$ cat src/rtl/i2c_lb_pkg.sv
package i2c_lb_pkg;

  typedef enum logic [3:0] {
    ST_IDLE,
    ST_MWR,
    ST_WDONE,
    ST_SRDY,
    ST_SRD,
    ST_SRX,
    ST_MRD,
    ST_SWRDY,
    ST_SWR,
    ST_MRX,
    ST_BUSY,
    ST_DONE
  } lb_state_e;

  // Byte at position idx of the test pattern
  function automatic logic [7:0] lb_pattern(input logic [7:0] seed, input logic [7:0] idx);
    return seed + idx;
  endfunction

  // States in which the sequencer waits on a handshake
  function automatic logic lb_is_wait(input lb_state_e s);
    return (s == ST_WDONE) || (s == ST_SRDY) || (s == ST_SRX) ||
           (s == ST_SWRDY) || (s == ST_MRX) || (s == ST_BUSY);
  endfunction

endpackage

$ cat src/rtl/lb_tx_index.sv
module lb_tx_index
  import i2c_lb_pkg::*;
#(
  parameter int unsigned NBYTES = 4,
  parameter logic [7:0]  SEED   = 8'hA5
) (
  input  logic       clk,
  input  logic       rst,
  input  logic       clear,
  input  logic       adv,
  output logic [7:0] data
);
  localparam int unsigned NW = $clog2(NBYTES + 1);

  logic [NW-1:0] idx;
  logic          at_end;

  assign at_end = (idx == NW'(NBYTES - 1));
  assign data   = lb_pattern(SEED, 8'(idx));

  always_ff @(posedge clk) begin
    if (rst || clear)          idx <= '0;
    else if (adv && !at_end)   idx <= idx + 1'b1;
  end

  assert_idx_bound_R2: assert property (@(posedge clk) disable iff (rst)
    idx < NW'(NBYTES));

endmodule

$ cat src/rtl/lb_rx_check.sv
module lb_rx_check
  import i2c_lb_pkg::*;
#(
  parameter int unsigned NBYTES = 4,
  parameter logic [7:0]  SEED   = 8'hA5
) (
  input  logic       clk,
  input  logic       rst,
  input  logic       clear,
  input  logic       en,
  input  logic       valid,
  input  logic [7:0] data,
  output logic       last,
  output logic       mism,
  output logic [7:0] first
);
  localparam int unsigned NW = $clog2(NBYTES + 1);

  logic [NW-1:0] idx;
  logic          hit;
  logic [7:0]    exp_byte;

  assign hit      = en && valid;
  assign exp_byte = lb_pattern(SEED, 8'(idx));
  assign mism     = hit && (data != exp_byte);
  assign last     = hit && (idx == NW'(NBYTES - 1));

  always_ff @(posedge clk) begin
    if (rst || clear) begin
      idx   <= '0;
      first <= '0;
    end else if (hit) begin
      if (!last)       idx   <= idx + 1'b1;
      if (idx == '0)   first <= data;
    end
  end

  // The display byte only moves on the first accepted byte or a clear
  assert_first_hold_R4: assert property (@(posedge clk) disable iff (rst)
    !$stable(first) |-> $past(clear) || $past(hit && idx == '0));

endmodule

$ cat src/rtl/lb_timeout.sv
module lb_timeout #(
  parameter int unsigned LIMIT = 1 << 20
) (
  input  logic clk,
  input  logic rst,
  input  logic run,
  input  logic restart,
  output logic expired
);
  localparam int unsigned TW = $clog2(LIMIT + 1);

  logic [TW-1:0] cnt;

  assign expired = run && (cnt == TW'(LIMIT - 1));

  always_ff @(posedge clk) begin
    if (rst || !run || restart) cnt <= '0;
    else if (!expired)          cnt <= cnt + 1'b1;
  end

  assert_cnt_bound_R10: assert property (@(posedge clk) disable iff (rst)
    cnt < TW'(LIMIT));

endmodule

$ cat src/rtl/i2c_loopback_seq.sv
module i2c_loopback_seq
  import i2c_lb_pkg::*;
#(
  parameter int unsigned NBYTES   = 4,
  parameter logic [7:0]  SEED     = 8'hA5,
  parameter logic [7:0]  CMD      = 8'h5A,
  parameter int unsigned TO_LIMIT = 1 << 20,
  localparam int unsigned NW      = $clog2(NBYTES + 1)
) (
  input  logic          clk,
  input  logic          rst,
  input  logic          start,
  output logic          m_wr_req,
  output logic          m_rd_req,
  output logic [7:0]    m_cmd,
  output logic [NW-1:0] m_nbytes,
  output logic [7:0]    m_data,
  input  logic          m_tx_next,
  input  logic          m_wr_done,
  input  logic          m_rx_valid,
  input  logic [7:0]    m_rx_data,
  input  logic          m_busy,
  input  logic          s_rd_ready,
  output logic          s_rd_req,
  input  logic          s_rx_valid,
  input  logic [7:0]    s_rx_data,
  input  logic          s_wr_ready,
  output logic          s_wr_req,
  output logic [7:0]    s_data,
  input  logic          s_tx_next,
  output logic          done,
  output logic          pass,
  output logic          err,
  output logic [7:0]    led_m2s,
  output logic [7:0]    led_s2m
);

  lb_state_e st, nxt_norm, nxt;

  // Named internal events
  logic go, idle_like;
  logic m2s_last, m2s_mism, s2m_last, s2m_mism;
  logic tmo_run, tmo_exp, tmo_hit;
  logic m_adv, s_adv, m2s_en, s2m_en;

  assign idle_like = (st == ST_IDLE) || (st == ST_DONE);
  assign go        = start && idle_like;
  assign m_adv     = m_tx_next && ((st == ST_MWR) || (st == ST_WDONE));
  assign s_adv     = s_tx_next && ((st == ST_SWR) || (st == ST_MRX));
  assign m2s_en    = (st == ST_SRD) || (st == ST_SRX);
  assign s2m_en    = (st == ST_SWR) || (st == ST_MRX);
  assign tmo_run   = lb_is_wait(st);

  always_comb begin
    nxt_norm = st;
    case (st)
      ST_IDLE, ST_DONE: if (start) nxt_norm = ST_MWR;
      ST_MWR:           nxt_norm = ST_WDONE;
      ST_WDONE:         if (m_wr_done) nxt_norm = ST_SRDY;
      ST_SRDY:          if (s_rd_ready) nxt_norm = ST_SRD;
      ST_SRD:           nxt_norm = m2s_last ? ST_MRD : ST_SRX;
      ST_SRX:           if (m2s_last) nxt_norm = ST_MRD;
      ST_MRD:           nxt_norm = ST_SWRDY;
      ST_SWRDY:         if (s_wr_ready) nxt_norm = ST_SWR;
      ST_SWR:           nxt_norm = s2m_last ? ST_BUSY : ST_MRX;
      ST_MRX:           if (s2m_last) nxt_norm = ST_BUSY;
      ST_BUSY:          if (!m_busy) nxt_norm = ST_DONE;
      default:          nxt_norm = ST_IDLE;
    endcase
  end

  assign tmo_hit = tmo_exp && (nxt_norm == st);
  assign nxt     = tmo_hit ? ST_DONE : nxt_norm;

  always_ff @(posedge clk) begin
    if (rst) st <= ST_IDLE;
    else     st <= nxt;
  end

  always_ff @(posedge clk) begin
    if (rst || go)                             err <= 1'b0;
    else if (m2s_mism || s2m_mism || tmo_hit)  err <= 1'b1;
  end

  assign m_wr_req = (st == ST_MWR);
  assign m_rd_req = (st == ST_MRD);
  assign s_rd_req = (st == ST_SRD);
  assign s_wr_req = (st == ST_SWR);
  assign m_cmd    = CMD;
  assign m_nbytes = NW'(NBYTES);
  assign done     = (st == ST_DONE);
  assign pass     = done && !err;

  lb_tx_index #(.NBYTES(NBYTES), .SEED(SEED)) u_m_feed (
    .clk(clk), .rst(rst), .clear(go), .adv(m_adv), .data(m_data)
  );

  lb_tx_index #(.NBYTES(NBYTES), .SEED(SEED)) u_s_feed (
    .clk(clk), .rst(rst), .clear(go), .adv(s_adv), .data(s_data)
  );

  lb_rx_check #(.NBYTES(NBYTES), .SEED(SEED)) u_m2s_chk (
    .clk(clk), .rst(rst), .clear(go), .en(m2s_en), .valid(s_rx_valid),
    .data(s_rx_data), .last(m2s_last), .mism(m2s_mism), .first(led_m2s)
  );

  lb_rx_check #(.NBYTES(NBYTES), .SEED(SEED)) u_s2m_chk (
    .clk(clk), .rst(rst), .clear(go), .en(s2m_en), .valid(m_rx_valid),
    .data(m_rx_data), .last(s2m_last), .mism(s2m_mism), .first(led_s2m)
  );

  lb_timeout #(.LIMIT(TO_LIMIT)) u_tmo (
    .clk(clk), .rst(rst), .run(tmo_run), .restart(nxt_norm != st), .expired(tmo_exp)
  );

  assert_wr_pulse_R2: assert property (@(posedge clk) disable iff (rst)
    m_wr_req |=> !m_wr_req);

  assert_err_sticky_R9: assert property (@(posedge clk) disable iff (rst)
    err && !go |=> err);

  assert_timeout_end_R10: assert property (@(posedge clk) disable iff (rst)
    tmo_hit |=> done && err);

  assert_done_after_busy_R8: assert property (@(posedge clk) disable iff (rst)
    $rose(done) && !$past(tmo_hit) |-> !$past(m_busy));

  assert_start_ignored_R12: assert property (@(posedge clk) disable iff (rst)
    start && !idle_like |=> !m_wr_req);

endmodule

$ cat config.mk
export PLATFORM = sky130hd
export DESIGN_NAME = i2c_loopback_seq
export DESIGN_NICKNAME = d
export VERILOG_FILES = /design/src/rtl/i2c_lb_pkg.sv /design/src/rtl/lb_tx_index.sv /design/src/rtl/lb_rx_check.sv /design/src/rtl/lb_timeout.sv /design/src/rtl/i2c_loopback_seq.sv
export SDC_FILE = /design/constraint.sdc
export NUM_CORES = 1
export LEC_CHECK = 0
export BUFFER_PORTS_ARGS = -buffer_cell sky130_fd_sc_hd__buf_2
export CAP_MARGIN = 20
export CORE_MARGIN = 8
export CORE_UTILIZATION = 25
export DETAILED_ROUTE_END_ITERATION = 8
export PLACE_DENSITY = 0.47
export SLEW_MARGIN = 10
export SYNTH_ARGS = -nofsm -noshare
export SYNTH_HDL_FRONTEND = slang
export SYNTH_SLANG_ARGS = --single-unit
$ cat constraint.sdc
create_clock -name clk -period 3.8 [get_ports clk]
set_clock_uncertainty 0.1 [all_clocks]
set_input_delay 0.76 -clock clk [delete_from_list [all_inputs] [get_ports clk]]
set_output_delay 0.76 -clock clk [all_outputs]
set_load 0.01 [all_outputs]
-- Word-level counts from Yosys, hierarchy flattened
Cells that the tools add are included.
- add/subtract/negate cells: 9
- equal/unequal tests: 20
- mux-type cells: 11
- bitwise logic cells: 2
- reductions and logical operators: 41
- operators by type and width (operator ; number):
    one-hot mux 4 bit (11 select lines) ; 1
    adder 8 x 3 -> 8 bit, first input constant ; 4
    two-way mux 4 bit ; 8
    adder 21 x 1 -> 21 bit, second input constant ; 1
    equality test 21 x 20 -> 1 bit, second input constant ; 1
    equality test 4 x 3 -> 1 bit, second input constant ; 4
    equality test 4 bit, second input constant ; 4
    != test 8 bit ; 2
    logical AND 1 bit ; 14
    logical OR 1 bit ; 14
    adder 3 x 1 -> 3 bit, second input constant ; 4
    equality test 3 x 2 -> 1 bit, second input constant ; 4
    equality test 4 x 2 -> 1 bit, second input constant ; 2
    AND reduction 2 bit ; 4
    logical NOT 3 bit ; 2
    equality test 4 x 1 -> 1 bit, second input constant ; 1
    equality test 4 bit ; 1
    logical NOT 1 bit ; 4
    logical NOT 4 bit ; 1
    two-way mux 2 bit ; 2
    != test 4 bit ; 1
    OR reduction 2 bit ; 2
    inverter 1 bit ; 2
- bits in registers: 54
- output and inout port bits: 50
- logic and storage cells: 93

-- Depth between registers and ports, before layout
Gate-level depths: netlist of the first run.
- depth after elaboration: 9
- gate-level depth with buffers: 9
- gate-level depth less buffers: 7

-- Cells and area by module
Synthesis of the first run repeated with hierarchy kept, for this count alone.
- cells, all modules: 374
- area total of the unflattened synthesis: 3174.3 µm²
- modules (own cells, without submodules) (module ; times used ; cells an instance ; area each (µm²)):
    lb_rx_check ; 2 ; 63 ; 529.3
    lb_timeout ; 1 ; 114 ; 1017.2
    i2c_loopback_seq ; 1 ; 90 ; 695.7
    lb_tx_index ; 2 ; 22 ; 201.4

-- Least setup slack after synthesis of the first run
OpenSTA, ideal clock, no wires.
- kind: in2reg
- from: input s_wr_ready
- to: register u_tmo.cnt[12]
- data arrival time: 1.952 ns
- required time: 3.630 ns
- slack: 1.678 ns
- cell stages on the path: 6
- buffers on the path: 1
- path through: a21boi_0 -> o211a_1 -> a2111oi_2 -> o211ai_1 -> clkbuf_1 -> a21oi_1
- longest elaborated chain between the ends: 4
- RTL lines (item ; line ; RTL):
    start, declared ; i2c_loopback_seq.sv:27 ; input logic s_wr_ready,
    two-way mux 4 bit ; i2c_loopback_seq.sv:64 ; ST_SWRDY: if (s_wr_ready) nxt_norm = ST_SWR;
    one-hot mux 4 bit (11 select lines) ; i2c_loopback_seq.sv:56 ; case (st)
    != test 4 bit ; i2c_loopback_seq.sv:113 ; .clk(clk), .rst(rst), .run(tmo_run), .restart(nxt_norm != st), .expired(tmo_exp)
    logical OR 1 bit ; lb_timeout.sv:17 ; if (rst || !run || restart) cnt <= '0;
    end signal, assigned ; lb_timeout.sv:18 ; else if (!expired) cnt <= cnt + 1'b1;
    end, declared ; lb_timeout.sv:12 ; logic [TW-1:0] cnt;
No other way between the ends.
A chain may end at the register's enable or synchronous reset.

-- Worst setup path in the final report of the first run
- from: register st[1]
- to: output m_wr_req
- longest elaborated chain between the ends: 1
- RTL lines (item ; line ; RTL):
    start, declared ; i2c_loopback_seq.sv:38 ; lb_state_e st, nxt_norm, nxt;
    start signal, assigned ; i2c_loopback_seq.sv:77 ; else st <= nxt;
    equality test 4 x 1 -> 1 bit ; i2c_loopback_seq.sv:85 ; assign m_wr_req = (st == ST_MWR);
    end, declared ; i2c_loopback_seq.sv:13 ; output logic m_wr_req,
No other way between the ends.

==> metrics, run 1 <==
hold buffers post-CTS=0; detailed placer's ending HPWL=5700 um; Crit Path Max Fanout=18; actual slew at the worst max-slew pin=0.666 ns; row count=40; final hold violations=0; WL/cell=13.5 um; clock root cell=clkbuf_16; share of cells above drive strength 1=18.2%; crit path DAT=1.65 ns; number of synthesized flops with an enable pin=0; Total Routed Length=7490 um; Synth Instances=361; post-CTS sizing=0; Syn. warnings=0; Net Sw Frac=25.2%; Psw=0.000287 W; die footprint=0.0159 sq mm; initial antenna violation count=0; Sum Neg Setup Slack=0 ns; RSZ-0062 raised after global routing=false; status=completed; global-route wire length before repair=12,600 um; worst-case clock buffer depth=2; Total GRT Usage=9.46%; Slew headroom=55.5%; ys async rst share=0%; Placer Congestion=0.809; prevailing post-synth register cell=dfxtp_1; NumNets Final=446; via count=2,608; commonest non-fill, non-tap cells in the layout=buf_2, dfxtp_1, nor2_1, a21oi_1, nand2_1; Clk pwr share=39.6%; post-synth cell types=53; most common cell after layout, fill and taps aside=buf_2; Synth-to-Final Area Change=14.5%; leakage=1.42 nW; Final Cycle Share=66.2%; TritonCTS clock tree=yes; Clock transition at path regs=0.07 ns; MaxCap Viol Count=0; Core Area=0.0119 sq mm; PwrDens=328 mW/mm^2; Max VDD drop=0.153 mV; cell area after synthesis=0.00304 sq mm; # diodes=0; combinational power share=9.0%; synthesized flop and latch total=54; Final ANT Viol Nets=0; sequential area share after synthesis=35.6%; via/cell ratio=4.71; Detailed Route Iter0 Violations=153; Die Y-Extent=126 um; largest net degree at the start of global routing=30; Hold Crit Class=flip-flop to flip-flop; Tmin final=2.51 ns; dpl cell area=0.00334 sq mm; IO Pins=77; # fillers=1,317; worst-skew pair later-pin latency=0.29 ns; Congestion Overflow GR=0; fin area=0.00348 sq mm; Clock Sinks=54; syn avg cell area=8.41 sq um; Die W=126 um; Worst Setup End Kind=output pin; Critical Path RT=2.94 ns; maximum clock rate=398 MHz; vias in the first global route=2,633; Remaining DRCs=0; critical path type=flip-flop to output pin; cts bufs inserted=5; area of the multi-input gates=0.00172 sq mm; # Post-CTS Setup Buffers=0; Initial Util=25.5%; drt pass-1 iters=5; H-tree Lvls=2; IO Port Bufs=57; Int Power=0.000854 W; Seq pwr share=51.4%; Worst setup SP type=flip-flop; Max Slew Vio Count=0; Finish-stage setup viols=0; Register Area=0.00108 sq mm
layout make-up:
cell class,instances,share of cell area (%)
clock buffer,5,3.60
inverter,15,1.62
sequential,54,31.1
timing repair buffer,59,8.63
multi-input combinational,272,49.4
clock inverter,2,0.396
tap,147,5.29
through the flow:
stage	hold slack [ns]	utilization [%]	power (W)	setup WS, ns	std cells
final	0.359	29.2	0.00114	1.29	554
after global routing	0.394	29.2	0.00119	1.18	554
after global placement	0.347	28.0	0.000702	1.34	547
after detailed placement	0.351	28.0	0.000703	1.34	547
after CTS	0.362	29.2	0.00116	1.28	554
after floorplan	0.336	-	0.000682	1.68	378
worst max-delay path: stages (launching register included):
cell and delay (ns):
dfxtp_1 0.74, nor2_1 0.25, and3_1 0.24, buf_2 0.13
registers in the layout, indices dropped and copies added, names as in the netlist:
signal and flops:
err 1, st 4, u_m2s_chk.first 8, u_m2s_chk.idx 3, u_m_feed.idx 3, u_s2m_chk.first 8
u_s2m_chk.idx 3, u_s_feed.idx 3, u_tmo.cnt 21
power groups by stage:
stage          Clock, W  Sequential (W)  Combinational [W]
2_1_floorplan         0        0.000586          0.0000958
3_3_place_gp          0        0.000599           0.000102
3_5_place_dp          0        0.000600           0.000103
4_1_cts        0.000469        0.000587           0.000104
5_1_grt        0.000491        0.000588           0.000115
6_report       0.000452        0.000587           0.000102
metal layers:
layer | share of wire [%] | vias up | GRT usage [%]
met2 | 46 | 65 | 15.0
met5 | 0 | - | 0
li1 | - | 1332 | -
met3 | 8.0 | 5 | 4.05
met4 | 0.85 | 0 | 2.90
met1 | 46 | 1206 | 11.3
worst paths after layout:
kind	start	cells past startpoint	to	slack [ns]
setup reg to reg	st[0]	6	st[0]	1.31
setup / recovery	st[1]	3	m_wr_req	1.29
hold / removal	u_m_feed.idx[2]	2	u_m_feed.idx[2]	0.36
hold reg to reg	u_m_feed.idx[2]	2	u_m_feed.idx[2]	0.36
cell families after synthesis:
logic type	synth area share, %
compound gates	15.5
xor+xnor	4.04
fa+ha+maj	4.94
buf+inv	9.93
flops	35.6
mux	7.09
other cells	0.247
simple gates	22.7
synth_stat cells (all sizes together) (2+ instances only):
cell type	instances	share of area [%]
a211oi	4	1.2
a21oi	29	4.8
a221oi	2	0.58
a22o	2	0.58
a31oi	3	0.62
and3	2	0.41
and3b	2	0.58
buf	29	7.1
clkbuf	8	0.99
conb	2	0.25
dfxtp	54	36
ha	12	4.9
inv	15	1.9
mux2i	20	6.6
nand2	25	3.1
nand2b	2	0.41
nand3	12	2.0
nand4	7	1.4
nand4bb	3	1.1
nor2	47	5.8
nor3	8	1.5
nor3b	3	0.74
nor4	2	0.41
o211ai	2	0.66
o21ai	12	2.0
o31ai	8	2.0
or3	8	1.6
or4	8	2.0
xnor2	6	1.7
xor2	8	2.3
Note: power is estimated with default switching activity, not from simulation.
==> inputs of run 2 (changes only) <==
--- a/config.mk
+++ b/config.mk
@@ -5,12 +5,13 @@
 export SDC_FILE = /design/constraint.sdc
 export NUM_CORES = 1
 export LEC_CHECK = 0
+export ABC_AREA = 1
 export BUFFER_PORTS_ARGS = -buffer_cell sky130_fd_sc_hd__buf_2
 export CAP_MARGIN = 20
 export CORE_MARGIN = 8
 export CORE_UTILIZATION = 25
 export DETAILED_ROUTE_END_ITERATION = 8
-export PLACE_DENSITY = 0.47
+export PLACE_DENSITY = 0.46
 export SLEW_MARGIN = 10
 export SYNTH_ARGS = -nofsm -noshare
 export SYNTH_HDL_FRONTEND = slang
==> constraint.sdc (replaced) <==
create_clock -name clk -period 2.35 [get_ports clk]
set_clock_uncertainty 0.1 [all_clocks]
set_input_delay 0.47 -clock clk [delete_from_list [all_inputs] [get_ports clk]]
set_output_delay 0.47 -clock clk [all_outputs]
set_load 0.01 [all_outputs]
==> metrics, run 2 <==
biggest regs=u_tmo.cnt: 21 flops, u_m2s_chk.first: 8 flops, u_s2m_chk.first: 8 flops; Congestion Overflow GR=0 (unchanged); worst-skew pair later-pin latency=0.30 ns (about the same); TritonCTS clock tree=yes; Critical Path RT=2.43 ns (-0.51 ns); leakage=1.63 nW (+15%); Syn. warnings=0 (unchanged); NumNets Final=545 (+22%); synth top area cells=dfxtp_1, nor2_1, inv_1, nand2_1, o21ai_0; Synth Instances=445 (+23%); Detailed Route Iter0 Violations=104 (-32%); Final Power=0.00220 W (+93%); drt pass-1 iters=4 (-1); maximum clock rate=470 MHz; number of synthesized flops with an enable pin=0 (unchanged); Reg with most FFs=u_tmo.cnt; H-tree Lvls=2 (unchanged); area share of the leading cell type in the synthesized netlist=33.7% (-1.9 points); largest net degree at the start of global routing=29 (-3.3%); Worst Setup End Kind=flip-flop; Total GRT Usage=10.5% (+1.0 points); Finish-stage setup viols=0 (unchanged); Hold Crit Depth=3 (+1); crit path DAT=2.21 ns (+0.56 ns); Placer Congestion=0.808 (-0.16%); final hold violations=0 (unchanged); die footprint=0.0167 sq mm (+4.9%); Sum Neg Setup Slack=0 ns (unchanged); prevailing post-synth register cell=dfxtp_1; status=completed; initial antenna violation count=0 (unchanged); synthesized flop and latch total=54 (unchanged); via/cell ratio=4.19 (-11%); Reg-to-Reg End=u_tmo.cnt[0]; min-delay src=s_rx_data[6]; R2R setup slack=0.22 ns (-1.09 ns); cts bufs inserted=5 (unchanged); row count=41 (+2.5%); IO Port Bufs=57 (unchanged); commonest non-fill, non-tap cells in the layout=nor2_1, buf_2, inv_1, nand2_1, dfxtp_1; Final Cycle Share=90.6%; top-count cell post-synth=nor2_1; ys async rst share=0% (unchanged); global-route wire length before repair=14,000 um (+11%); vias in the first global route=2,949 (+12%); Remaining DRCs=0 (unchanged); clock root cell=clkbuf_16; critical path type=flip-flop to flip-flop; detailed placer's ending HPWL=6450 um (+13%); Max Slew Vio Count=0 (unchanged); Max VDD drop=0.295 mV (+93%); MaxCap Viol Count=0 (unchanged); IO Pins=77 (unchanged); Worst setup SP type=flip-flop; Reg2Reg Launch Point=st[0]; hold buffers post-CTS=0 (unchanged); FF-to-FF path depth=12 (+6); Initial Util=25.5% (about the same); WL/cell=12.0 um (-11%); Yosys top cell by area=dfxtp_1; sequential area share after synthesis=33.7% (-1.9 points); final worst slack=0.220 ns (-1.07 ns); Worst Hold Endpoint=u_m2s_chk.first[6]; Synth-to-Final Area Change=18.1%; Final ANT Viol Nets=0 (unchanged); via count=2,848 (+9.2%); Hold Crit Class=input port to flip-flop; # diodes=0 (unchanged); Clock Sinks=54 (unchanged); share of cells above drive strength 1=22.3% (+4.1 points); dpl ws=0.212 ns (-1.13 ns); worst-case clock buffer depth=2 (unchanged); Total Routed Length=8160 um (+9.0%); PwrDens=581 mW/mm^2 (+77%); Largest register FFs=21 (unchanged); Tmin final=2.13 ns; Die Y-Extent=129 um (+2.4%); Die W=129 um (+2.4%); post-synth cell types=33 (-38%); syn avg cell area=7.20 sq um (-14%); most common cell after layout, fill and taps aside=nor2_1; Clock transition at path regs=0.08 ns (about the same); Core Area=0.0126 sq mm (+5.5%); Crit Path Max Fanout=21 (+3); Synth top cells by count=nor2_1, inv_1, nand2_1; RSZ-0062 raised after global routing=false; cell area after synthesis=0.00321 sq mm (+5.6%)
==> run 2: what timing repair did <==
item / 4_1_cts / 5_1_grt
setup buffers: 0 / 2
resized for setup: 0 / 2
endpoints found under the setup margin: 0 / 2
==> run 2: worst max-delay path by stage <==
stage                            start       endpoint  slack, ns  depth (start not counted)
after global routing             st[0]  u_tmo.cnt[16]       0.04                         12
after CTS                 u_tmo.cnt[0]   u_tmo.cnt[7]       0.20                          9
after global placement           st[0]   u_tmo.cnt[3]       0.20                          9
after detailed placement         st[0]   u_tmo.cnt[3]       0.21                          9
after floorplan           u_tmo.cnt[0]   u_tmo.cnt[1]       0.49                         10
final                            st[0]   u_tmo.cnt[0]       0.22                         12
==> run 2: per-layer routing <==
metal	global-route usage, %	share of wire (%)
met5	0	0
met4	3.11	1.2
met3	5.05	9.9
met2	16.8	44
met1	12.1	45
==> run 2: where the power goes <==
part	total, W	internal (W)	switching [W]
registers	0.000971	0.000938	0.0000330
logic	0.000434	0.000142	0.000292
clock network	0.000793	0.000429	0.000364
==> run 2: kinds of logic after synthesis <==
family	after synthesis	share of synthesized area, %
simple gates	185	27.2
buf+inv	90	13.6
compound gates	79	14.2
flops	54	33.7
xor+xnor	23	6.28
fa+ha+maj	12	4.68
other cells	2	0.234
==> run 2: stage by stage <==
step	cell area, sq um	util (%)	instances	hold slack [ns]
after detailed placement	3610	28.7	669	0.362
after CTS	3760	29.9	677	0.311
after global placement	3610	28.7	669	0.360
final	3780	30.1	679	0.323
after floorplan	3270	-	462	0.342
after global routing	3780	30.1	679	0.320
==> run 2: worst max-delay path: stages, from the launching register on <==
cell	delay (ns)
dfxtp_1	0.56
nand2_2	0.13
inv_2	0.14
nand2_2	0.10
nand2_2	0.12
nand2_1	0.07
nand2_1	0.06
nor2_1	0.04
nand3_1	0.08
nand2_2	0.09
nand3_4	0.07
buf_4	0.36
a21oi_1	0.07
==> run 2: final cells by class <==
class	count	area (sq um)
Tap cell	172	215
Clock buffer	6	139
Clock inverter	2	17.5
Sequential cell	54	1080
Fill cell	1367	8780
Timing Repair Buffer	64	338
Multi-Input combinational cell	318	1750
Inverter	63	240
==> inputs of run 3 (changes only) <==
--- a/config.mk
+++ b/config.mk
@@ -8,8 +8,8 @@
 export ABC_AREA = 1
 export BUFFER_PORTS_ARGS = -buffer_cell sky130_fd_sc_hd__buf_2
 export CAP_MARGIN = 20
-export CORE_MARGIN = 8
 export CORE_UTILIZATION = 25
+export CTS_BUF_LIST = sky130_fd_sc_hd__clkbuf_2 sky130_fd_sc_hd__clkbuf_4 sky130_fd_sc_hd__clkbuf_8
 export DETAILED_ROUTE_END_ITERATION = 8
 export PLACE_DENSITY = 0.46
 export SLEW_MARGIN = 10
==> metrics, run 3 (same netlist as run 2, synthesis figures left out) <==
Clock Sinks=54 (unchanged); Placer Congestion=0.814 (+0.74%); Int Power=0.00140 W (-7.2%); share of cells above drive strength 1=21.9% (-0.35 points); # diodes=0 (unchanged); MaxCap Viol Count=0 (unchanged); Clk pwr share=31.7% (-4.4 points); CP max-delay cell=dfxtp_1; PwrDens=547 mW/mm^2 (-5.8%); commonest non-fill, non-tap cells in the layout=nor2_1, buf_2, inv_1, nand2_1, dfxtp_1; combinational power share=20.8% (+1.1 points); maximum clock rate=453 MHz (-3.4%); Net Sw Frac=31.5% (+0.20 points); most common cell after layout, fill and taps aside=nor2_1; leakage=1.61 nW (-0.98%); Largest register FFs=21 (unchanged); drt pass-1 iters=4 (unchanged); initial antenna violation count=0 (unchanged); Congestion Overflow GR=0 (unchanged); Hold WS=0.308 ns (-0.0154 ns); Seq pwr share=47.5% (+3.3 points); IO Pins=77 (unchanged); Worst setup SP type=flip-flop; Die Y-Extent=115 um (-11%); clock root cell=clkbuf_8; vias in the first global route=2,725 (-7.6%); Total Routed Length=7480 um (-8.3%); Remaining DRCs=0 (unchanged); detailed placer's ending HPWL=5800 um (-10%); Crit Path Max Fanout=12 (-43%); Psw=0.000645 W (-6.4%); Clock transition at path regs=0.11 ns (+0.03 ns); crit path cell chain=ha_1, and3_1, nand2_1, nor2_1, nand3_1, nor2_1, clkinvlp_4, buf_12, nand2_1, a21oi_2; worst-skew pair later-pin latency=0.31 ns (about the same); final core utilization=30.5% (+0.38 points); TritonCTS clock tree=yes; met1 Track Usage GR=14.6% (+2.5 points); Sum Neg Setup Slack=0 ns (unchanged); Top Usage Layer GRT=met2; IO Port Bufs=57 (unchanged); via/cell ratio=4.25 (+1.2%); H-tree Lvls=2 (unchanged); NumNets Final=544 (-0.18%); row count=40 (-2.4%); met3 Use GR=4.11% (-0.94 points); Tmin final=2.21 ns (+0.0756 ns); worst-case clock buffer depth=2 (unchanged); Total GRT Usage=12.0% (+1.6 points); critical path type=flip-flop to flip-flop; die footprint=0.0133 sq mm (-20%); Final Cycle Share=93.8% (+3.2 points); Finish-stage setup viols=0 (unchanged); largest net degree at the start of global routing=29 (unchanged); crit path DAT=2.31 ns (+0.10 ns); Hold Crit Class=input port to flip-flop; Max VDD drop=0.294 mV (-0.28%); Final Power=0.00205 W (-6.9%); final hold violations=0 (unchanged); Synth-to-Final Area Change=16.6%; Core Area=0.0123 sq mm (-2.4%); Die W=115 um (-11%); Initial Util=26.1% (+0.64 points); cts bufs inserted=5 (unchanged); Reg with most FFs=u_tmo.cnt; status=completed; CP max stage delay=0.41 ns (-0.15 ns); Global Route met2 Usage=20.4% (+3.6 points); Critical Path RT=2.45 ns (+0.02 ns); Final ANT Viol Nets=0 (unchanged); Worst Setup End Kind=flip-flop; via count=2,862 (+0.49%); Max Slew Vio Count=0 (unchanged); global-route wire length before repair=12,800 um (-8.6%); WL/cell=11.1 um (-7.6%); biggest regs=u_tmo.cnt: 21 flops, u_m2s_chk.first: 8 flops, u_s2m_chk.first: 8 flops; Detailed Route Iter0 Violations=80 (-23%)
==> run 3: final timing paths <==
kind / slack, ns / end / start / depth (start not counted)
max reg2reg: 0.14 / u_tmo.cnt[7] / u_tmo.cnt[0] / 10
max: 0.14 / u_tmo.cnt[7] / u_tmo.cnt[0] / 10
min: 0.31 / u_s2m_chk.first[4] / m_rx_data[4] / 3
min reg2reg: 0.38 / u_m_feed.idx[1] / u_m_feed.idx[1] / 2
==> run 3: final cells by class <==
cell class | count | area [sq um]
fillers | 1372 | 8520
inverters | 63 | 240
clock inverters | 3 | 43.8
repair buffers | 63 | 343
well taps | 168 | 210
flip-flops and latches | 54 | 1080
clock buffers | 5 | 68.8
multi-input cells | 318 | 1750
==> run 3: timing repair <==
item	CTS	global route
hold endpoints to repair	0	0
endpoints found under the setup margin	0	3
setup buffers	0	1
resized for setup	0	1
hold buffers	0	0
==> run 3: power by group through the flow <==
stage,clock network (W),logic [W],registers (W)
2_1_floorplan,0,0.000356,0.000975
3_3_place_gp,0,0.000428,0.000992
3_5_place_dp,0,0.000430,0.000992
4_1_cts,0.000677,0.000433,0.000972
5_1_grt,0.000708,0.000485,0.000976
6_report,0.000649,0.000425,0.000972
==> run 3: metrics by stage <==
stage               std cells  setup slack [ns]  instance area, sq um
floorplan                 462             0.492                  3270
global placement          665             0.195                  3600
detailed placement        665             0.201                  3600
CTS                       673             0.172                  3710
global route              674           -0.0261                  3740
finish                    674             0.145                  3740
==> run 3: worst max-delay path, delay by kind of cell (launching register included) <==
kind / cells / cell delay (ns)
compound gates: 1 / 0.05
simple gates: 6 / 0.94
fa+ha+maj: 1 / 0.24
flops: 1 / 0.41
buf+inv: 2 / 0.34
==> run 3: routing by layer <==
layer / share of wire (%) / vias up / wire length (um)
li1: - / 1501 / -
met1: 46 / 1281 / 3470
met2: 46 / 76 / 3450
met3: 6.8 / 4 / 508
met4: 0.64 / 0 / 48
met5: 0 / - / 0
